### config.mk
export PLATFORM = sky130hd
export DESIGN_NAME = lift3_ctrl
export DESIGN_NICKNAME = d
export VERILOG_FILES = /design/src/rtl/lift3_pkg.sv /design/src/rtl/lift3_tick.sv /design/src/rtl/lift3_req_latch.sv /design/src/rtl/lift3_dispatch.sv /design/src/rtl/lift3_ctrl.sv
export SDC_FILE = /design/constraint.sdc
export NUM_CORES = 1
export LEC_CHECK = 0
export CORE_MARGIN = 2
export CORE_UTILIZATION = 50
export CTS_CLUSTER_DIAMETER = 80
export DETAILED_ROUTE_END_ITERATION = 7
export PLACE_DENSITY = 0.82
export SYNTH_ARGS = -nofsm -noshare
export SYNTH_HDL_FRONTEND = slang
export SYNTH_SLANG_ARGS = --single-unit
### constraint.sdc
create_clock -name clk -period 3.9 [get_ports clk]
set_input_delay 0.78 -clock clk [delete_from_list [all_inputs] [get_ports clk]]
set_output_delay 0.78 -clock clk [all_outputs]
set_load 0.03 [all_outputs]
### src/rtl/lift3_pkg.sv
package lift3_pkg;
   typedef enum logic [1:0] {
      DIR_NONE = 2'd0,
      DIR_UP   = 2'd1,
      DIR_DN   = 2'd2
   } dir_e;

   typedef enum logic {
      ST_OPEN = 1'b0,
      ST_MOVE = 1'b1
   } car_st_e;
endpackage

### src/rtl/lift3_tick.sv
// Saturating cycle counter: done is high once LIMIT-1 increments have occurred.
module lift3_tick #(
   parameter int unsigned LIMIT      = 4,
   parameter bit          START_FULL = 1'b0
) (
   input  logic clk,
   input  logic rst_n,
   input  logic clr,
   input  logic en,
   output logic done
);
   localparam int unsigned CW = (LIMIT > 1) ? $clog2(LIMIT) : 1;
   localparam logic [CW-1:0] TOP = CW'(LIMIT - 1);

   logic [CW-1:0] cnt_q;

   always_ff @(posedge clk or negedge rst_n) begin
      if (!rst_n)                 cnt_q <= START_FULL ? TOP : '0;
      else if (clr)               cnt_q <= '0;
      else if (en && cnt_q != TOP) cnt_q <= cnt_q + 1'b1;
   end

   assign done = (cnt_q == TOP);
endmodule

### src/rtl/lift3_req_latch.sv
// One sticky request lamp per floor; clear on arrival wins over a new set.
module lift3_req_latch #(
   parameter int unsigned N_FLOORS = 3,
   parameter int unsigned FW       = 2
) (
   input  logic                clk,
   input  logic                rst_n,
   input  logic [N_FLOORS-1:0] btn,
   input  logic                door_open,
   input  logic [FW-1:0]       floor,
   input  logic                clr_en,
   input  logic [FW-1:0]       clr_floor,
   output logic [N_FLOORS-1:0] lamp
);
   for (genvar i = 0; i < N_FLOORS; i++) begin : g_lamp
      logic blocked;
      logic lamp_q;
      assign blocked = door_open && (floor == FW'(i));
      always_ff @(posedge clk or negedge rst_n) begin
         if (!rst_n)                               lamp_q <= 1'b0;
         else if (clr_en && clr_floor == FW'(i))   lamp_q <= 1'b0;
         else if (btn[i] && !blocked)              lamp_q <= 1'b1;
      end
      assign lamp[i] = lamp_q;
   end
endmodule

### src/rtl/lift3_dispatch.sv
// Direction choice: keep the preferred direction while work lies ahead,
// otherwise nearest pending floor with ties to the lower floor.
module lift3_dispatch
   import lift3_pkg::*;
#(
   parameter int unsigned N_FLOORS = 3,
   parameter int unsigned FW       = 2
) (
   input  logic [N_FLOORS-1:0] pend,
   input  logic [FW-1:0]       floor,
   input  dir_e                pref,
   output dir_e                go
);
   logic          have_up, have_dn;
   logic [FW-1:0] near_up, near_dn;
   logic [FW-1:0] dist_up, dist_dn;

   always_comb begin
      have_up = 1'b0;
      have_dn = 1'b0;
      near_up = '0;
      near_dn = '0;
      for (int i = N_FLOORS - 1; i >= 0; i--) begin
         if (pend[i] && FW'(i) > floor) begin
            have_up = 1'b1;
            near_up = FW'(i);
         end
      end
      for (int i = 0; i < N_FLOORS; i++) begin
         if (pend[i] && FW'(i) < floor) begin
            have_dn = 1'b1;
            near_dn = FW'(i);
         end
      end
      dist_up = near_up - floor;
      dist_dn = floor - near_dn;

      if (pref == DIR_UP && have_up)       go = DIR_UP;
      else if (pref == DIR_DN && have_dn)  go = DIR_DN;
      else if (have_up && have_dn)         go = (dist_dn <= dist_up) ? DIR_DN : DIR_UP;
      else if (have_up)                    go = DIR_UP;
      else if (have_dn)                    go = DIR_DN;
      else                                 go = DIR_NONE;
   end
endmodule

### src/rtl/lift3_ctrl.sv
module lift3_ctrl
   import lift3_pkg::*;
#(
   parameter int unsigned CLK_HZ       = 50_000_000,
   parameter int unsigned SECS_PER_HOP = 3,
   parameter int unsigned DWELL_CYC    = 2,
   parameter int unsigned N_FLOORS     = 3,
   localparam int unsigned FW          = $clog2(N_FLOORS)
) (
   input  logic                clk,
   input  logic                rst_n,
   input  logic [N_FLOORS-1:0] dest_btn,
   input  logic [N_FLOORS-1:0] call_btn,
   output logic [FW-1:0]       floor_o,
   output logic                door_open_o,
   output logic                moving_up_o,
   output logic                moving_dn_o,
   output logic [N_FLOORS-1:0] dest_lamp_o,
   output logic [N_FLOORS-1:0] call_lamp_o
);
   localparam int unsigned HOP_CYC = SECS_PER_HOP * CLK_HZ;
   localparam logic [N_FLOORS-1:0] ONE_HOT0 = N_FLOORS'(1);

   if (N_FLOORS < 2) begin : g_bad_floors
      $error("lift3_ctrl: N_FLOORS must be at least 2");
   end
   if (DWELL_CYC < 1) begin : g_bad_dwell
      $error("lift3_ctrl: DWELL_CYC must be at least 1");
   end
   if (HOP_CYC < 2) begin : g_bad_hop
      $error("lift3_ctrl: hop period must be at least 2 cycles");
   end

   car_st_e             st_q;
   dir_e                dir_q, go_dir;
   logic [FW-1:0]       floor_q, floor_step, look_floor;
   logic [N_FLOORS-1:0] pend, rest;
   logic                in_move, hop_done, dwell_done;
   logic                arrive, stop_here, enter_open, depart;

   assign pend       = dest_lamp_o | call_lamp_o;
   assign in_move    = (st_q == ST_MOVE);
   assign floor_step = (dir_q == DIR_UP) ? floor_q + 1'b1 : floor_q - 1'b1;
   assign arrive     = in_move && hop_done;
   assign look_floor = arrive ? floor_step : floor_q;
   assign stop_here  = arrive && pend[floor_step];
   assign rest       = pend & ~(ONE_HOT0 << floor_step);
   assign enter_open = arrive && (stop_here || go_dir == DIR_NONE);
   assign depart     = !in_move && dwell_done && (|pend) && (go_dir != DIR_NONE);

   lift3_dispatch #(.N_FLOORS(N_FLOORS), .FW(FW)) u_dispatch (
      .pend  (pend),
      .floor (look_floor),
      .pref  (dir_q),
      .go    (go_dir)
   );

   lift3_tick #(.LIMIT(HOP_CYC), .START_FULL(1'b0)) u_hop_tmr (
      .clk   (clk),
      .rst_n (rst_n),
      .clr   (depart || arrive),
      .en    (in_move),
      .done  (hop_done)
   );

   lift3_tick #(.LIMIT(DWELL_CYC), .START_FULL(1'b1)) u_dwell_tmr (
      .clk   (clk),
      .rst_n (rst_n),
      .clr   (enter_open),
      .en    (!in_move),
      .done  (dwell_done)
   );

   lift3_req_latch #(.N_FLOORS(N_FLOORS), .FW(FW)) u_dest_req (
      .clk       (clk),
      .rst_n     (rst_n),
      .btn       (dest_btn),
      .door_open (!in_move),
      .floor     (floor_q),
      .clr_en    (enter_open),
      .clr_floor (floor_step),
      .lamp      (dest_lamp_o)
   );

   lift3_req_latch #(.N_FLOORS(N_FLOORS), .FW(FW)) u_call_req (
      .clk       (clk),
      .rst_n     (rst_n),
      .btn       (call_btn),
      .door_open (!in_move),
      .floor     (floor_q),
      .clr_en    (enter_open),
      .clr_floor (floor_step),
      .lamp      (call_lamp_o)
   );

   always_ff @(posedge clk or negedge rst_n) begin
      if (!rst_n) begin
         st_q    <= ST_OPEN;
         dir_q   <= DIR_NONE;
         floor_q <= '0;
      end else if (depart) begin
         st_q  <= ST_MOVE;
         dir_q <= go_dir;
      end else if (arrive) begin
         floor_q <= floor_step;
         if (enter_open) begin
            st_q  <= ST_OPEN;
            dir_q <= (|rest) ? dir_q : DIR_NONE;
         end else begin
            dir_q <= go_dir;
         end
      end
   end

   assign floor_o     = floor_q;
   assign door_open_o = !in_move;
   assign moving_up_o = in_move && (dir_q == DIR_UP);
   assign moving_dn_o = in_move && (dir_q == DIR_DN);
endmodule

==> run metrics <==
number of synthesized flops with an enable pin=0; drt drc=0; Top FF cell, synth=dfrtp_1; reg2reg end=dir_q[0]; CTS tree=done; startpoint types=flip-flop; most frequent cell on the critical path=ha_1; Setup-failing EPs final=0; clock sinks=40; Final Cycle Share=0.9508; Gate power share=0.150; Clock Latency Late Sink=approximately 0.30 ns; non-filler cells, final=a little under 400; headroom to the max-slew limit=0.4016; critical hold path startpoint=u_dwell_tmr.done; Starting DRT DRC Count=357; Psw=between 200 and 300 µW; Pleak=between 0.001 and 0.0015 µW; Sw Share=0.2911; maximum clock rate=~270 MHz; Slowest cell on crit path=or4b_1; Synth cell types=56; met1 Track Usage GR=0.2928; Post-synth ARST share=1.000; vias in the first global route=approximately 2,300; Max stage delay on crit path=0.61 ns; Antenna Cells=0; Die Footprint=slightly below 0.006 mm²; Cells after DPL=~380; crit-path cells=or4b_1 -> nor4_4 -> nand3_1 -> mux2i_1 -> or2_2 -> ha_1 -> xor2_1 -> ha_1 -> nor2b_1 -> a2bb2oi_1 -> o21a_1 -> o21ba_2 -> a21oi_1 -> mux2_1; global route overflow=0; Max Clock Skew=0.01093 ns; final hold vios=0; total internal power=roughly 700 µW; grt met3 use=0.04706; CTS max path bufs=2; overall routed net length=between 6 and 7 mm; Pwr per Cell Area=328.4 mW/mm²; Mean Syn Cell Area=just under 9 µm²; Clock Power Share=0.369; antenna violations before repair=0; YS warnings=0; Peak supply drop=0.1843 mV; post-CTS resize count=0; hold depth=2; Worst Max-Slew Pin Slew=0.8976 ns; TritonCTS Buffers=5; pin count of the biggest net entering global routing=between 50 and 60; Syn Inst Count=307; Critical Path AT=a little under 4 ns; Flop pwr share=0.481; Starting Density=0.5212; First-pass DRT Iterations=5; Post-CTS Setup Inserts=0; worst hold path class=reg -> reg; wire per inst=16.11 µm; FF+latch count, synth=40; Layout area overhead=12.70%; DPL Wire Length=4.196 mm; internal reg-to-reg setup slack=~0.19 ns; Max FO, Critical Path=6; # H-tree levels=2; max-slew violations=0; Final min period=~3.7 ns; die span in x=approximately 77 µm; Top Usage Layer GRT=met2; via/cell ratio=approximately 6.5; Global Route Usage Sum=0.2191; Clock Tree Root=clkbuf_8; RR Startpoint=u_hop_tmr.cnt_q[16]; Final ANT Viol Nets=0; R2R cell count=14; core area=between 0.005 and 0.006 mm²; CP endpoint kind=flip-flop; sequential fraction of the synthesis area=0.3741; global-route wire length before repair=~11 mm; Vias=between 2,000 and 3,000; final net count=about 330; total power=about 990 µW; I/O Pins=19; setup_tns=0 ns; share of cells above drive strength 1=0.1073; Worst-path clk slew=around 0.08 ns; M2 GR Usage=0.3609; CP required=approximately 4.1 ns; post-layout util=0.5874; row count=26; DIE HEIGHT=~77 µm; Hold EP=u_dwell_tmr.done; Syn Nets=322; placer's final routability congestion estimate=0.8867; post-cts hold buffer count=0; Setup CP Type=reg -> reg; post-synthesis instance area=about 0.0027 mm²; outcome=complete, no violations; # port buffers=18; max_cap viols=0
-- flip-flops by register name (all words and copies together) (netlist names) --
| name | count |
|---|---|
| dir_q | 2 |
| u_dest_req.g_lamp.lamp_q | 3 |
| u_call_req.g_lamp.lamp_q | 3 |
| u_hop_tmr.cnt_q | 28 |
| floor_o | 2 |
| u_dwell_tmr.done | 1 |
| in_move | 1 |
-- synth_stat cells (all sizes together), types with 7 or more instances --
| cell type | count | area, µm² |
|---|---|---|
| buf | 11 | 70.06 |
| o31ai | 18 | 135.1 |
| nand2 | 22 | 82.58 |
| inv | 8 | 30.03 |
| dfrtp | 39 | 975.9 |
| ha | 7 | 87.58 |
| o21ai | 12 | 60.05 |
| nor2 | 16 | 62.56 |
| clkbuf | 13 | 48.80 |
| nand3 | 17 | 85.08 |
| mux2i | 7 | 70.07 |
| a21oi | 40 | 200.2 |
| or4 | 20 | 157.7 |
| nand4 | 8 | 56.30 |
-- power by group through the flow --
stage	Combinational [µW]	Sequential (µW)	Clock, µW
2_1_floorplan	106	476	0
3_3_place_gp	142	483	0
3_5_place_dp	149	485	0
4_1_cts	149	477	370
5_1_grt	171	485	391
6_report	149	477	365
-- worst max-delay path: cells and delay by family, from the launching register on --
kind / cells / cell delay, ns
and+or+nand+nor: 5 / 1.51
DFF: 1 / 0.43
AOI/OAI and AO/OA: 4 / 0.59
xor gates and xnor gates: 1 / 0.16
adders and majority gates: 2 / 0.48
muxes: 2 / 0.44
-- cells by family (layout without fill, tap and decap cells) --
family	count (synthesis)	in the layout	synth area share
buffers and inverters	32	42	0.05558
xor gates and xnor gates	5	5	0.01635
AOI/OAI and AO/OA	91	91	0.2116
and+or+nand+nor	123	123	0.2751
muxes	9	9	0.03456
DFF	40	40	0.3741
adders and majority gates	7	7	0.03269
-- layout by cell type, fill, tap and decap left out, drive strengths merged, types with 3 or more instances in the layout --
master | synthesis | routed
nand4 | 8 | 8
buf | 11 | 9
ha | 7 | 7
dfrtp | 39 | 39
mux2i | 7 | 7
clkbuf | 13 | 6
or4b | 4 | 4
nand2 | 22 | 22
nor2b | 3 | 3
xnor2 | 3 | 3
nand3b | 4 | 4
or2 | 6 | 6
o31ai | 18 | 18
nand3 | 17 | 17
clkdlybuf4s50 | 0 | 17
or4 | 20 | 20
nor3 | 6 | 6
nor2 | 16 | 16
a31oi | 3 | 3
inv | 8 | 8
or3 | 6 | 6
a21oi | 40 | 40
o21ai | 12 | 12
-- routing by layer --
layer | part of all wire | vias to the layer above | wire length [µm]
li1 | - | 1187 | -
met1 | 0.44 | 1208 | 2766
met2 | 0.47 | 111 | 2952
met3 | 0.071 | 9 | 441
met4 | 0.012 | 0 | 74
met5 | 0 | - | 0
-- worst max-delay path by stage --
stage                                    from  endpoint  cells after the start
final                     u_hop_tmr.cnt_q[16]  dir_q[0]                     14
after global routing       u_hop_tmr.cnt_q[9]  dir_q[0]                     14
after CTS                 u_hop_tmr.cnt_q[16]  dir_q[0]                     14
after detailed placement  u_hop_tmr.cnt_q[16]  dir_q[0]                     14
after global placement    u_hop_tmr.cnt_q[16]  dir_q[0]                     14
after floorplan           u_hop_tmr.cnt_q[16]  dir_q[0]                     14
-- metrics by stage --
stage / worst slack, ns / instance area (µm²) / hold slack [ns]
final: 0.1918 / 3019 / 0.4783
after global routing: -0.002446 / 3019 / 0.5093
after CTS: 0.1217 / 3004 / 0.4772
after detailed placement: 0.1408 / 2883 / 0.4653
after global placement: 0.2613 / 2883 / 0.4570
after floorplan: 0.2390 / 2679 / 0.4459
-- area by class of cell --
class | count | area, µm²
Clock buffer | 6 | 82.58
Inverter | 8 | 30.03
Timing Repair Buffer | 26 | 235.2
Multi-Input combinational cell | 235 | 1543
Tap cell | 70 | 87.58
Clock inverter | 2 | 38.79
Sequential cell | 40 | 1002
Fill cell | 470 | 2121
(Power assumes the default switching activity.)
